File: src/rtl/pcd_pkg.sv
package pcd_pkg;
  // Reset contents of the duration table; the pattern repeats every four entries.
  function automatic int default_secs(input int idx);
    case (idx % 4)
      0:       default_secs = 6;
      1:       default_secs = 8;
      2:       default_secs = 15;
      default: default_secs = 10;
    endcase
  endfunction
endpackage

File: src/rtl/pcd_rst_sync.sv
module pcd_rst_sync (
  input  logic clk,
  input  logic rst_n,
  output logic rst_n_sync
);
  logic s1_q, s2_q;

  always_ff @(posedge clk or negedge rst_n) begin
    if (!rst_n) begin
      s1_q <= 1'b0;
      s2_q <= 1'b0;
    end else begin
      s1_q <= 1'b1;
      s2_q <= s1_q;
    end
  end

  assign rst_n_sync = s2_q;
endmodule

File: src/rtl/pcd_param_store.sv
module pcd_param_store #(
  parameter int NUM_SLOTS = 4,
  parameter int VAL_W     = 4,
  localparam int SEL_W    = $clog2(NUM_SLOTS)
) (
  input  logic             clk,
  input  logic             rst_n,
  input  logic             wr_en_i,
  input  logic [SEL_W-1:0] wr_sel_i,
  input  logic [VAL_W-1:0] wr_val_i,
  input  logic [SEL_W-1:0] rd_sel_i,
  output logic [VAL_W-1:0] rd_val_o
);
  logic [NUM_SLOTS-1:0][VAL_W-1:0] slot_q, slot_d;

  for (genvar g = 0; g < NUM_SLOTS; g++) begin : g_slot
    always_comb begin
      slot_d[g] = slot_q[g];
      if (wr_en_i && (wr_sel_i == SEL_W'(g))) slot_d[g] = wr_val_i;
    end

    always_ff @(posedge clk or negedge rst_n) begin
      if (!rst_n) slot_q[g] <= VAL_W'(pcd_pkg::default_secs(g));
      else        slot_q[g] <= slot_d[g];
    end
  end

  // Reads see the stored value, so a write in the same cycle is not visible yet.
  assign rd_val_o = slot_q[rd_sel_i];

  a_r2_write_lands: assert property (@(posedge clk) disable iff (!rst_n)
    wr_en_i |=> slot_q[$past(wr_sel_i)] == $past(wr_val_i));

  a_r2_no_write_holds: assert property (@(posedge clk) disable iff (!rst_n)
    !wr_en_i |=> $stable(slot_q));
endmodule

File: src/rtl/pcd_tick_gen.sv
module pcd_tick_gen #(
  parameter int TICK_DIV = 25_000_000,
  localparam int CNT_W   = $clog2(TICK_DIV)
) (
  input  logic clk,
  input  logic rst_n,
  input  logic restart_i,
  output logic tick_o
);
  logic [CNT_W-1:0] div_q, div_d;
  logic             at_end;

  assign at_end = (div_q == CNT_W'(TICK_DIV - 1));

  always_comb begin
    if (restart_i || at_end) div_d = '0;
    else                     div_d = div_q + 1'b1;
  end

  always_ff @(posedge clk or negedge rst_n) begin
    if (!rst_n) div_q <= '0;
    else        div_q <= div_d;
  end

  assign tick_o = at_end && !restart_i;

  a_r3_single_pulse: assert property (@(posedge clk) disable iff (!rst_n)
    tick_o |=> !tick_o);

  a_r4_no_tick_after_restart: assert property (@(posedge clk) disable iff (!rst_n)
    restart_i |=> !tick_o);
endmodule

File: src/rtl/pcd_countdown.sv
module pcd_countdown #(
  parameter int VAL_W = 4
) (
  input  logic             clk,
  input  logic             rst_n,
  input  logic             load_i,
  input  logic [VAL_W-1:0] load_val_i,
  input  logic             tick_i,
  output logic [VAL_W-1:0] cnt_o,
  output logic             expired_o
);
  logic [VAL_W-1:0] cnt_q, cnt_d;
  logic             is_zero;

  assign is_zero = (cnt_q == '0);

  always_comb begin
    cnt_d = cnt_q;
    if (load_i)                cnt_d = load_val_i;
    else if (tick_i && !is_zero) cnt_d = cnt_q - 1'b1;
  end

  always_ff @(posedge clk or negedge rst_n) begin
    if (!rst_n) cnt_q <= '0;
    else        cnt_q <= cnt_d;
  end

  assign cnt_o     = cnt_q;
  assign expired_o = is_zero;

  a_r5_load_value: assert property (@(posedge clk) disable iff (!rst_n)
    load_i |=> cnt_q == $past(load_val_i));

  a_r6_step_down: assert property (@(posedge clk) disable iff (!rst_n)
    (!load_i && tick_i && cnt_q != '0) |=> cnt_q == $past(cnt_q) - 1'b1);

  a_r6_idle_holds: assert property (@(posedge clk) disable iff (!rst_n)
    (!load_i && !tick_i) |=> $stable(cnt_q));

  a_r7_zero_sticks: assert property (@(posedge clk) disable iff (!rst_n)
    (expired_o && !load_i) |=> expired_o);
endmodule

File: src/rtl/param_countdown.sv
module param_countdown #(
  parameter int TICK_DIV  = 25_000_000,
  parameter int NUM_SLOTS = 4,
  parameter int VAL_W     = 4,
  localparam int SEL_W    = $clog2(NUM_SLOTS)
) (
  input  logic             clk,
  input  logic             rst_n,
  input  logic [SEL_W-1:0] duration_sel,
  input  logic [SEL_W-1:0] prog_index,
  input  logic [VAL_W-1:0] prog_value,
  input  logic             prog_strobe,
  input  logic             start_timer,
  output logic             expired,
  output logic             sec_tick,
  output logic [VAL_W-1:0] count_out
);
  logic             rst_n_i;
  logic [VAL_W-1:0] sel_val;
  logic             tick;

  pcd_rst_sync u_rst (
    .clk        (clk),
    .rst_n      (rst_n),
    .rst_n_sync (rst_n_i)
  );

  pcd_param_store #(.NUM_SLOTS(NUM_SLOTS), .VAL_W(VAL_W)) u_store (
    .clk      (clk),
    .rst_n    (rst_n_i),
    .wr_en_i  (prog_strobe),
    .wr_sel_i (prog_index),
    .wr_val_i (prog_value),
    .rd_sel_i (duration_sel),
    .rd_val_o (sel_val)
  );

  pcd_tick_gen #(.TICK_DIV(TICK_DIV)) u_tick (
    .clk       (clk),
    .rst_n     (rst_n_i),
    .restart_i (start_timer),
    .tick_o    (tick)
  );

  pcd_countdown #(.VAL_W(VAL_W)) u_cnt (
    .clk        (clk),
    .rst_n      (rst_n_i),
    .load_i     (start_timer),
    .load_val_i (sel_val),
    .tick_i     (tick),
    .cnt_o      (count_out),
    .expired_o  (expired)
  );

  assign sec_tick = tick;

  a_r7_expired_tracks_zero: assert property (@(posedge clk) disable iff (!rst_n_i)
    expired == (count_out == '0));
endmodule

File: config.mk
export PLATFORM = sky130hd
export DESIGN_NAME = param_countdown
export DESIGN_NICKNAME = d
export VERILOG_FILES = /design/src/rtl/pcd_pkg.sv /design/src/rtl/pcd_rst_sync.sv /design/src/rtl/pcd_param_store.sv /design/src/rtl/pcd_tick_gen.sv /design/src/rtl/pcd_countdown.sv /design/src/rtl/param_countdown.sv
export SDC_FILE = /design/constraint.sdc
export NUM_CORES = 1
export LEC_CHECK = 0
export BUFFER_PORTS_ARGS = -buffer_cell sky130_fd_sc_hd__buf_4
export CAP_MARGIN = 10
export CELL_PAD_IN_SITES_DETAIL_PLACEMENT = 1
export CELL_PAD_IN_SITES_GLOBAL_PLACEMENT = 1
export CORE_MARGIN = 4
export CORE_UTILIZATION = 40
export DETAILED_ROUTE_END_ITERATION = 10
export PLACE_DENSITY_LB_ADDON = 0.2
export SETUP_SLACK_MARGIN = 0.1
export SLEW_MARGIN = 10
export SYNTH_ARGS = -nofsm -noshare
export SYNTH_HDL_FRONTEND = slang
export SYNTH_SLANG_ARGS = --single-unit
File: constraint.sdc
create_clock -name clk -period 3.3 [get_ports clk]
set_input_delay 0 -clock clk [delete_from_list [all_inputs] [get_ports clk]]
set_output_delay 0 -clock clk [all_outputs]
set_load 0.03 [all_outputs]
# After elaboration in Yosys (flattened, before gate mapping)
# Index checks and enable logic that the tools add are counted.
[totals]
register_bits = 47
inputBits = 12
out_inout_bits = 6
word_cells = 32
[op_classes]
addsub = 2
n_lt_le_gt_ge = 1
eq_ne = 4
mux = 5
reduce_logical = 12
[op_table]
columns = ["operator", "n"]
rows = [
  ["25-bit by 1-bit adder with 25-bit output, second input constant", 1],
  ["25-bit == test, second input constant", 1],
  ["25-bit 2-to-1 mux", 1],
  ["4-bit 2-to-1 mux", 3],
  ["4-bit binary-select mux with 2-bit select", 1],
  ["1-bit logical AND", 6],
  ["2-bit == test, second input constant", 2],
  ["4-bit logical NOT", 1],
  ["4-bit by 1-bit subtractor with 4-bit output, second input constant", 1],
  ["2-bit by 3-bit less-than comparator with 1-bit output, second input constant", 1],
  ["2-bit by 1-bit == test with 1-bit output, second input constant", 1],
  ["1-bit logical NOT", 2],
  ["2-bit logical NOT", 1],
  ["2-bit nonzero test", 1],
  ["1-bit logical OR", 1],
]

# Depth between registers and ports, before layout
# Gate-level depths: netlist of run 1.
[depth]
depth_word = 5
ltp_mapped = 7
mapped_depth_nobuf = 5

# By module
# A second synthesis of run 1 with hierarchy kept.
[hier_totals]
hier_cells = 215
area_unflattened_um2 = 2416.1
[by_module_without_submodules]
columns = ["module", "n_inst", "cells_per_inst", "area_each_um2"]
rows = [
  ["pcd_tick_gen", 1, 145, 1367.6],
  ["pcd_param_store", 1, 40, 724.4],
  ["pcd_countdown", 1, 27, 270.3],
  ["pcd_rst_sync", 1, 3, 53.8],
]

# Least setup slack after synthesis of run 1
# Ideal clock, no wire load.
[synth_path]
path_type = "register -> register"
from = "reg u_tick.div_q[9]"
to = "reg u_cnt.cnt_q[0], in the netlist u_cnt.cnt_o[0]"
setup_time_ps = 82
arrival_time_ps = 2091
required_ps = 3218
setup_slack_ps = 1127
stages_incl_launch_ff = 6
synth_period_minus_slack_ps = 2173
path_cell_list = "dfrtp_1 > or4_1 > or4_1 > clkbuf_2 > or4_1 > a31oi_1"
[synth_between]
elab_chain_cells = 4
[synth_rtl]
columns = ["element", "line", "rtl"]
rows = [
  ["start, declared", "pcd_tick_gen.sv:10", "logic [CNT_W-1:0] div_q, div_d;"],
  ["start signal, assigned", "pcd_tick_gen.sv:22", "else div_q <= div_d;"],
  ["25-bit == test", "pcd_tick_gen.sv:13", "assign at_end = (div_q == CNT_W'(TICK_DIV - 1));"],
  ["1-bit logical AND", "pcd_tick_gen.sv:25", "assign tick_o = at_end && !restart_i;"],
  ["1-bit logical AND", "pcd_countdown.sv:20", "else if (tick_i && !is_zero) cnt_d = cnt_q - 1'b1;"],
  ["2-bit nonzero test (no source line)", "-", ""],
  ["end signal, assigned", "pcd_countdown.sv:25", "else cnt_q <= cnt_d;"],
  ["end, declared", "pcd_countdown.sv:12", "logic [VAL_W-1:0] cnt_q, cnt_d;"],
]
# No other way between the ends.
# A chain may end at the register's enable or synchronous reset.

# Final worst setup path of run 1
[layout_path]
from = "reg u_tick.div_q[10]"
to = "out sec_tick"
[layout_between]
elab_chain_cells = 2
[layout_rtl]
columns = ["element", "line", "rtl"]
rows = [
  ["25-bit == test", "pcd_tick_gen.sv:13", ""],
  ["1-bit logical AND", "pcd_tick_gen.sv:25", ""],
  ["end, declared", "param_countdown.sv:15", "output logic sec_tick,"],
]
# No other way between the ends.

==> results.md, run 1 <==
- Outcome: finished, final reports clean
- TritonRoute pass-1 iters: 4
- Number of synthesized flops with an enable pin: 0
- Period utilization: 0.719
- FF-to-FF Start: u_tick.div_q[10]
- Max_cap viols: 0
- Max-Slew Margin vs Limit: 0.338
- RSZ-0062 raised after global routing: false
- Pins Over Slew Limit: 0
- First-pass GRT wire length: 8.91 mm
- Number of cells after detailed placement: 296
- Most used cell, CP: or4_1
- Synth area leaders: dfrtp_1 42%, dfstp_2 10%, mux2_2 7.9%
- Largest net degree at the start of global routing: 46
- Final Util: 0.481
- Total power: 1.24 mW
- Starting DRC count in detailed routing: 61
- Final worst-path setup slack: 0.926 ns
- HPWL after detailed placement: 3.58 mm
- CTS HTree Levels: 2
- Synth top cells by count: 38 x dfrtp_1, 17 x nor2_1, 16 x mux2_2
- Vias in the first global route: 1834
- Vias/cell: 5.67
- CP top delay family: simple AND/OR/NAND/NOR gates
- Final GP Congestion: 0.822
- Leakage power total: 1.03 nW
- Routed wire length per instance: 16.3 um
- Port Buffers: 17
- Syn Area/Cell: 10.8 sq um
- CTS Root Cell: clkbuf_8
- R2r setup slk: 0.95 ns
- Yosys warns: 0
- Power Dens Cells: 465 mW/mm^2
- Dpl ws: 0.995 ns
- GRT overflow: 0
- Fin. Hold Viols: 0
- Unique masters post-synth: 32
- Worst Path Required: 3.30 ns
- Clk sinks: 47
- Setup TNS: 0 ns
- Worst hold start: prog_index[0]
- CP max stage delay: 0.57 ns
- Finished Cell Area: 0.00266 sq mm
- Min Hold Slack: 0.154 ns
- Final non-filler cell total: 311
- Slew @ Worst Pin: 0.993 ns
- Post-CTS setup buffers: 0
- N_diodes: 0
- Residual DRC: 0
- Synth Register Bits: 47
- Slowest CP cell: or4_1
- I/O Pins: 18
- Data arrival time of the worst path: 2.37 ns
- Final #Nets: 252
- Layout cell share with drive strength beyond 1: 0.238
- Crit Path Class: flop to primary output
- Initial core utilization: 0.414
- Startpoint types: flop
- Hold Crit Class: input port to flop
- Clock transition at the registers of the reported paths: 0.09 ns
- Placed instance area: 0.00249 sq mm
- Async set-reset flop share out of synthesis: 1.00
- CTS tree: built
- Post-CTS Resized: 0
- DRT antenna net count: 0
- Core area: 0.00554 sq mm
- Critical path startpoint: u_tick.div_q[10]
- Area grow syn2layout: 16.3%
- Critical Path Fanout Max: 8
- GRT Resource Usage Total: 0.156
- Worst Skew: 0.00913 ns
- Fin crit period: 2.37 ns
- Die height: 83.7 um
- Post-synthesis sequential area ratio: 0.518
- Initial antenna violation count: 0
- Num CTS Buffers: 5
- VDD IR-drop max: 0.199 mV
- Synth Cell Area: 0.00229 sq mm
- FMAX: 421 MHz
- Most numerous cell in the Yosys netlist: dfrtp_1
- Worst-case clock buffer depth: 2
- Buffers and inverters on the worst path: 1
- Commonest register cell after synthesis: dfrtp_1
- Hold_buf cts: 7
- Cells after synthesis: 212
- Share of the synthesized area in the top cell type: 0.415
- Mapped Nets: 226
- Die W: 83.7 um
- Leading area contributor after synthesis: dfrtp_1
- Setup crit end kind: primary output
- # rows: 27
- Vias: 1764
- Worst skew pair latency: 0.31 ns
- CP Cell Sequence: or4_1, or4_1, nor3_1, buf_4
- Final Routed Wirelength: 5.08 mm
- # setup viols final: 0
- Area of the die: 0.00700 sq mm
- Filler cells: 610
[layer usage]
layer | global-route usage | vias up | part of all wire
met5 | 0 | - | 0
met1 | 0.217 | 898 | 0.50
met3 | 0.0346 | 7 | 0.031
met4 | 0.0482 | 0 | 0.014
li1 | - | 837 | -
met2 | 0.243 | 22 | 0.45
[cell families (layout without fill, tap and decap cells)]
group | after synthesis | count (layout) | synth area share
flip-flops | 47 | 47 | 0.518
AO/OA/AOI/OAI | 37 | 37 | 0.0923
other | 1 | 1 | 0.00164
multiplexers | 20 | 20 | 0.118
XOR/XNOR | 10 | 10 | 0.0382
AND/OR/NAND/NOR | 79 | 79 | 0.193
buffers and inverters | 16 | 43 | 0.0278
adder cells (fa/ha/maj) | 2 | 2 | 0.0109
[layout make-up]
type | instances | area, sq um | share of cell area
clock buffer | 6 | 82.6 | 0.0310
tap | 72 | 90.1 | 0.0338
timing repair buffer | 26 | 213 | 0.0798
clock inverter | 2 | 16.3 | 0.00611
multi-input combinational | 149 | 1040 | 0.390
inverter | 9 | 33.8 | 0.0127
sequential | 47 | 1190 | 0.446
[power breakdown]
| part | total [mW] | switching [mW] | internal [mW] | leakage [nW] |
|---|---|---|---|---|
| registers | 0.685 | 0.0427 | 0.642 | 0.592 |
| clock network | 0.377 | 0.206 | 0.171 | 0.0474 |
| logic | 0.178 | 0.0830 | 0.0948 | 0.392 |
[worst register-to-register path: cells and delay by family, from the launching register on]
kind,cells,cell delay [ns]
simple gates,3,1.69
compound gates,1,0.17
flops,1,0.42
[flip-flops by register name, summed over array words and instances (netlist names)]
signal            count
u_tick.div_q         25
u_cnt.cnt_o           4
u_rst.rst_n_sync      1
u_rst.s1_q            1
u_store.slot_q       16
[cell usage in the layout, fill, tap and decap left out, drive strengths merged, types with 3 or more instances in the layout]
master | netlist | layout
and2 | 3 | 3
buf | 2 | 19
dfstp | 9 | 9
nand2 | 7 | 7
inv | 9 | 9
dlygate4sd3 | 0 | 7
or4 | 8 | 8
o31ai | 6 | 6
dfrtp | 38 | 38
nor4 | 3 | 3
nand3 | 10 | 10
o21ai | 12 | 12
clkbuf | 5 | 6
mux4 | 4 | 4
xnor2 | 8 | 8
nor3 | 5 | 5
or3 | 11 | 11
a31oi | 3 | 3
mux2 | 16 | 16
a21oi | 14 | 14
nand4 | 7 | 7
nor2 | 17 | 17
and4 | 3 | 3
[final timing paths]
path	cells after the start	endpoint
worst max-delay path	4	sec_tick
worst min-delay path	3	u_store.slot_q[1]
worst max register to register	4	u_cnt.cnt_o[1]
worst min register to register	0	u_rst.rst_n_sync
max in group asynchronous	0	u_store.slot_q[0]
min in group asynchronous	0	u_tick.div_q[3]
Power figures use the tool's default switching activity.
==> inputs of run 2 (changes only) <==
==> constraint.sdc (replaced) <==
create_clock -name clk -period 2.1 [get_ports clk]
set_input_delay 0 -clock clk [delete_from_list [all_inputs] [get_ports clk]]
set_output_delay 0 -clock clk [all_outputs]
set_load 0.03 [all_outputs]
==> run 2 against run 1 <==
  * The flow now finishes with violations (negative setup slack)
  * Setup slack got worse by 1.0 ns
  * Critical path type is now flop to flop
  * Critical endpoint is now u_tick.div_q[20]
  * Cell count increased by 8.7%
  * Wire length increased by 26%
  * Via count increased by 8.7%
  * Sequential cell count unchanged
==> results.md, run 2 (synthesis results as in run 1) <==
- Final Routed Wirelength: 6.38 mm (+26%)
- Final GP Congestion: 0.817 (-0.62%)
- Core area: 0.00554 sq mm (unchanged)
- Crit Path Class: flop to flop
- Die height: 83.7 um (unchanged)
- Worst Path Required: 2.29 ns (-1.01 ns)
- Worst Hold End: u_store.slot_q[3]
- Data arrival time of the worst path: 2.39 ns (+0.02 ns)
- Worst-case reg-to-reg path depth: 7 (+3)
- Final non-filler cell total: 338 (+8.7%)
- Placed instance area: 0.00265 sq mm (+6.1%)
- Max_cap viols: 0 (unchanged)
- Startpoint types: flop
- Vias/cell: 5.67 (about the same)
- Commonest cells after routing, fill and taps aside: 37 x dfrtp_1, 36 x buf_4, 16 x mux2_2
- First-pass GRT wire length: 10.0 mm (+12%)
- Initial core utilization: 0.414 (unchanged)
- FMAX: 455 MHz
- Residual DRC: 0 (unchanged)
- # rows: 27 (unchanged)
- Period utilization: 1.05
- Initial antenna violation count: 0 (unchanged)
- Met1 usage: 0.231 (+0.0142)
- Starting DRC count in detailed routing: 68 (+11%)
- Fin. Hold Viols: 0 (unchanged)
- Vias: 1918 (+8.7%)
- Max-Slew Margin vs Limit: 0.499 (+0.161)
- Num CTS Buffers: 5 (unchanged)
- Gr busiest metal: met2
- R2r setup slk: -0.1 ns (-1.05 ns)
- Area grow syn2layout: 37.3%
- Final worst-path setup slack: -0.0997 ns (-1.03 ns)
- Max reg flops: 25 (unchanged)
- Largest net degree at the start of global routing: 29 (-37%)
- Dpl ws: -0.118 ns (-1.11 ns)
- I/O Pins: 18 (unchanged)
- Commonest non-fill, non-tap cell in the layout: dfrtp_1
- Worst skew pair latency: 0.31 ns (about the same)
- Worst hold start: prog_index[0]
- Met2 usage: 0.296 (+0.0535)
- VDD IR-drop max: 0.454 mV (+130%)
- GRT overflow: 0 (unchanged)
- CTS tree: built
- CTS Root Cell: clkbuf_8
- Hold Path Depth: 3 (unchanged)
- Area of the die: 0.00700 sq mm (unchanged)
- Setup crit end kind: flop
- Power Dens Cells: 705 mW/mm^2 (+52%)
- Finished Cell Area: 0.00315 sq mm (+18%)
- DRT antenna net count: 0 (unchanged)
- CTS HTree Levels: 2 (unchanged)
- Worst Skew: 0.0138 ns (+0.00467 ns)
- Routed wire length per instance: 18.9 um (+16%)
- Clock transition at the registers of the reported paths: 0.10 ns (about the same)
- HPWL after detailed placement: 3.91 mm (+9.1%)
- Slew @ Worst Pin: 0.750 ns (-0.243 ns)
- Layout cell share with drive strength beyond 1: 0.402 (+0.164)
- Vias in the first global route: 2045 (+12%)
- N_diodes: 0 (unchanged)
- # setup viols final: 28 (+28)
- Number of cells after detailed placement: 313 (+5.7%)
- Outcome: complete, but fails checks
- Worst-case clock buffer depth: 2 (unchanged)
- FF-to-FF Start: u_tick.div_q[10]
- RSZ-0062 raised after global routing: true
- Critical Path Fanout Max: 6 (-2)
- Die W: 83.7 um (unchanged)
- TritonRoute pass-1 iters: 4 (unchanged)
- M3 GR Usage: 0.0375 (+0.00296)
- Clk sinks: 47 (unchanged)
- Failing checks: negative setup slack
- Reg with most FFs: u_tick.div_q
- Final #Nets: 279 (+11%)
- Leakage power total: 1.24 nW (+20%)
- Hold Crit Class: input port to flop
- GRT Resource Usage Total: 0.177 (+0.0207)
- Pins Over Slew Limit: 0 (unchanged)
- Fin crit period: 2.20 ns
- FF-to-FF End: u_tick.div_q[20]
- Port Buffers: 17 (unchanged)
run 2: cell count changes in the layout (fill, tap and decap cells not counted), sizes merged:
cell and delta:
buf +26, bufinv +2, clkbuf +1, clkinv -1, clkinvlp -1
run 2: cell type report:
type | instances | area (sq um)
fillers | 593 | 2390
clock buffers | 6 | 72.6
multi-input cells | 149 | 1180
flip-flops and latches | 47 | 1190
clock inverters | 2 | 60.1
repair buffers | 53 | 517
well taps | 72 | 90.1
inverters | 9 | 33.8
run 2: routing by layer:
metal / part of all wire / wire, um / up-vias
met4: 0.015 / 93 / 0
li1: - / - / 890
met3: 0.034 / 217 / 10
met2: 0.51 / 3270 / 38
met5: 0 / 0 / -
met1: 0.44 / 2800 / 980
run 2: report_power, final:
group | switching [mW] | internal [mW] | total [mW]
sequential | 0.0604 | 1.01 | 1.07
clock | 0.320 | 0.476 | 0.797
combinational | 0.167 | 0.186 | 0.353
total | 0.548 | 1.67 | 2.22
run 2: timing repair:
| item | 4_1_cts | 5_1_grt |
|---|---|---|
| gates resized for setup | 10 | 27 |
| gates cloned | 2 | 1 |
| buffers inserted | 4 | 3 |
| hold endpoints to repair | 19 | 0 |
| hold buffers | 7 | 0 |
| pin swaps | 4 | 10 |
| endpoints found under the setup margin | 28 | 29 |
run 2: how the worst max path moves through the flow:
stage	end	start	cells after the start	slack (ns)
4_1_cts	u_cnt.cnt_o[1]	u_tick.div_q[7]	4	-0.12
3_3_place_gp	u_cnt.cnt_o[0]	u_tick.div_q[9]	4	-0.06
2_1_floorplan	u_cnt.cnt_o[0]	u_tick.div_q[9]	5	-0.07
5_1_grt	u_tick.div_q[20]	u_tick.div_q[10]	7	-0.13
6_report	u_tick.div_q[20]	u_tick.div_q[10]	7	-0.1
3_5_place_dp	u_cnt.cnt_o[1]	u_tick.div_q[9]	4	-0.12
run 2: metrics by stage:
step | hold slack [ns] | utilization | TNS, ns | power (mW)
finish | 0.156 | 0.568 | -1.64 | 2.22
global route | 0.165 | 0.568 | -2.81 | 2.31
CTS | 0.145 | 0.536 | -2.66 | 2.20
detailed placement | -0.216 | 0.478 | -0.259 | 1.38
global placement | -0.217 | 0.478 | -0.108 | 1.37
floorplan | -0.296 | - | -0.787 | 1.26
run 2: critical path, cell delays in order (launching register included):
cell,delay [ns]
dfrtp_1,0.40
or4_4,0.52
or4_4,0.48
buf_6,0.15
o21ai_4,0.18
buf_6,0.15
clkbuf_16,0.15
a21oi_1,0.05
==> inputs of run 3 (changes only) <==
--- a/config.mk
+++ b/config.mk
@@ -17,4 +17,5 @@
 export SLEW_MARGIN = 10
 export SYNTH_ARGS = -nofsm -noshare
 export SYNTH_HDL_FRONTEND = slang
+export SYNTH_HIERARCHICAL = 1
 export SYNTH_SLANG_ARGS = --single-unit
==> run 3 against run 2 <==
  * The flow now finishes without violations
  * First-iteration DRC count rose by 57%
  * Clock power fell by 30%
  * Via count fell by 1.6%
  * Non-clock buffer count fell by 1
  * Maximum frequency rose by 6.9%
  * Worst hold slack got worse by 0.058 ns
  * Final area fell by 2.2%
==> results.md, run 3 <==
- Outcome: finished, final reports clean
- Worst Skew: 0.0134 ns (-0.000350 ns)
- Die height: 85.7 um (+2.4%)
- Area of the die: 0.00735 sq mm (+4.9%)
- Synth top cells by count: 38 x dfrtp_1, 18 x nor2_1, 16 x mux2_2, 16 x nand2_1, 11 x a21oi_1
- CTS HTree Levels: 2 (unchanged)
- Period utilization: 0.980 (-0.0675)
- Cells after synthesis: 215 (+1.4%)
- Finished Cell Area: 0.00308 sq mm (-2.2%)
- Data arrival time of the worst path: 2.26 ns (-0.13 ns)
- Commonest cells after routing, fill and taps aside: 41 x buf_4, 37 x dfrtp_1, 17 x nor2_1
- FF-to-FF End: u_cnt/cnt_o[3]
- Final Util: 0.523 (-0.0452)
- Largest net degree at the start of global routing: 34 (+17%)
- Leakage power total: 1.24 nW (+0.49%)
- FF-to-FF Start: u_tick/div_q[8]
- Worst-case clock buffer depth: 2 (unchanged)
- Vias: 1887 (-1.6%)
- Min Hold Slack: 0.0976 ns (-0.0582 ns)
- Yosys warns: 6 (+6)
- First-pass GRT wire length: 9.63 mm (-3.9%)
- Synth Cell Area: 0.00242 sq mm (+5.5%)
- Reg with most FFs: u_tick/div_q
- N_diodes: 0 (unchanged)
- HPWL after detailed placement: 4.01 mm (+2.6%)
- Setup crit end kind: flop
- Commonest non-fill, non-tap cell in the layout: buf_4
- # setup viols final: 0 (-100%)
- Worst-case reg-to-reg path depth: 7 (unchanged)
- Post-synthesis sequential area ratio: 0.491 (-0.0268)
- Startpoint types: flop
- Commonest register cell after synthesis: dfrtp_1
- Max_cap viols: 0 (unchanged)
- Synth area leaders: dfrtp_1 39%, dfstp_2 9.8%, mux2_2 7.5%
- TritonRoute pass-1 iters: 4 (unchanged)
- Async set-reset flop share out of synthesis: 1.00 (unchanged)
- Vias in the first global route: 1889 (-7.6%)
- Worst Path Required: 2.30 ns (about the same)
- Setup crit end: u_cnt/cnt_o[3]
- Crit Path Class: flop to flop
- Fin. Hold Viols: 0 (unchanged)
- Unique masters post-synth: 47 (+47%)
- Fin crit period: 2.06 ns (-0.142 ns)
- Mapped Nets: 229 (+1.3%)
- DRT antenna net count: 0 (unchanged)
- Synth Register Bits: 47 (unchanged)
- Num CTS Buffers: 5 (unchanged)
- Final #Nets: 282 (+1.1%)
- Final GP Congestion: 0.740 (-9.4%)
- Syn Area/Cell: 11.2 sq um (+4.0%)
- Leading area contributor after synthesis: dfrtp_1
- Final Routed Wirelength: 6.09 mm (-4.6%)
- GRT Resource Usage Total: 0.167 (-0.00938)
- Critical Path Fanout Max: 3 (-3)
- Routed wire length per instance: 17.7 um (-6.2%)
- Port Buffers: 17 (unchanged)
- Starting DRC count in detailed routing: 107 (+57%)
- CTS tree: built
- Initial antenna violation count: 0 (unchanged)
- Die W: 85.7 um (+2.4%)
- Hold Crit Class: input port to flop
- Placed instance area: 0.00283 sq mm (+6.7%)
- GRT overflow: 0 (unchanged)
- Area grow syn2layout: 27.3%
- R2r setup slk: 0.04 ns (+0.14 ns)
- Share of the synthesized area in the top cell type: 0.394 (-0.0215)
- Clock transition at the registers of the reported paths: 0.10 ns (about the same)
- Pins Over Slew Limit: 0 (unchanged)
- FMAX: 486 MHz (+6.9%)
- VDD IR-drop max: 0.429 mV (-5.6%)
- CTS Root Cell: clkbuf_8
- RSZ-0062 raised after global routing: true
- # rows: 28 (+3.7%)
- I/O Pins: 18 (unchanged)
- Initial core utilization: 0.411 (-0.00300)
- Core area: 0.00589 sq mm (+6.2%)
- Number of synthesized flops with an enable pin: 0 (unchanged)
- Vias/cell: 5.49 (-3.3%)
- Residual DRC: 0 (unchanged)
- Max reg flops: 25 (unchanged)
- Worst skew pair latency: 0.31 ns (about the same)
- Layout cell share with drive strength beyond 1: 0.401 (-0.000769)
- Most numerous cell in the Yosys netlist: dfrtp_1
- Power Dens Cells: 638 mW/mm^2 (-9.6%)
- Clk sinks: 47 (unchanged)
- Critical path startpoint: u_tick/div_q[8]
[run 3: final cells by class]
type	count	area, sq um
clock buffer	6	72.6
clock inverter	2	13.8
fill	639	2810
inverter	6	22.5
multi-input combinational	156	1240
sequential	47	1190
tap	75	93.8
timing repair buffer	52	440
[run 3: per-layer routing]
layer,global-route usage,share of wire,up-vias
li1,-,-,898
met1,0.232,0.47,963
met3,0.0317,0.023,4
met5,0,0,-
met4,0.0518,0.0094,0
met2,0.266,0.49,22
[run 3: power by group]
group | switching (mW) | internal (mW) | total [mW]
sequential | 0.0689 | 1.01 | 1.08
combinational | 0.156 | 0.170 | 0.326
clock | 0.322 | 0.236 | 0.557
total | 0.546 | 1.41 | 1.96
[run 3: worst max-delay path, cell delays in order, from the launching register on]
cell and delay [ns]:
dfrtp_1 0.40, or4_4 0.55, nor3_4 0.14, nand4_1 0.16, nor2_4 0.14, nor4b_4 0.23, nor3b_1 0.08, a221o_1 0.26
[run 3: what timing repair did]
item,4_1_cts,5_1_grt
setup endpoints to repair,6,10
gates resized for setup,4,10
hold buffers,7,0
setup buffers,2,5
pin swaps,5,6
cloned,0,1
endpoints found under the hold margin,19,0
[run 3: worst min-delay path by stage]
stage	start	end	slack (ns)	depth (start not counted)
final	prog_index[1]	u_store/slot_q[3]	0.1	3
after global routing	prog_index[1]	u_store/slot_q[3]	0.09	3
after CTS	prog_index[0]	u_store/slot_q[3]	0.09	3
after detailed placement	rst_n	u_rst/s1_q	-0.22	1
after global placement	rst_n	u_rst/s1_q	-0.22	1
after floorplan	rst_n	u_rst/rst_n_sync	-0.30	0
[run 3: cells by family (layout without fill, tap and decap cells)]
| family | after synthesis | count (layout) | share of synthesized area |
|---|---|---|---|
| AND/OR/NAND/NOR | 90 | 91 | 0.233 |
| buffers and inverters | 13 | 66 | 0.0280 |
| AO/OA/AOI/OAI | 30 | 30 | 0.0787 |
| flip-flops | 47 | 47 | 0.491 |
| XOR/XNOR | 12 | 12 | 0.0435 |
| other | 1 | 1 | 0.00155 |
| multiplexers | 20 | 20 | 0.113 |
| adder cells (fa/ha/maj) | 2 | 2 | 0.0104 |
[run 3: stage by stage]
step	setup WS, ns	std cells	setup TNS, ns	power (mW)
after detailed placement	-0.0787	323	-0.121	1.41
after global placement	-0.0168	323	-0.0168	1.40
after CTS	0.0365	340	0	1.98
after global routing	-0.0893	344	-0.156	2.06
after floorplan	-0.176	215	-0.392	1.28
final	0.0421	344	0	1.96
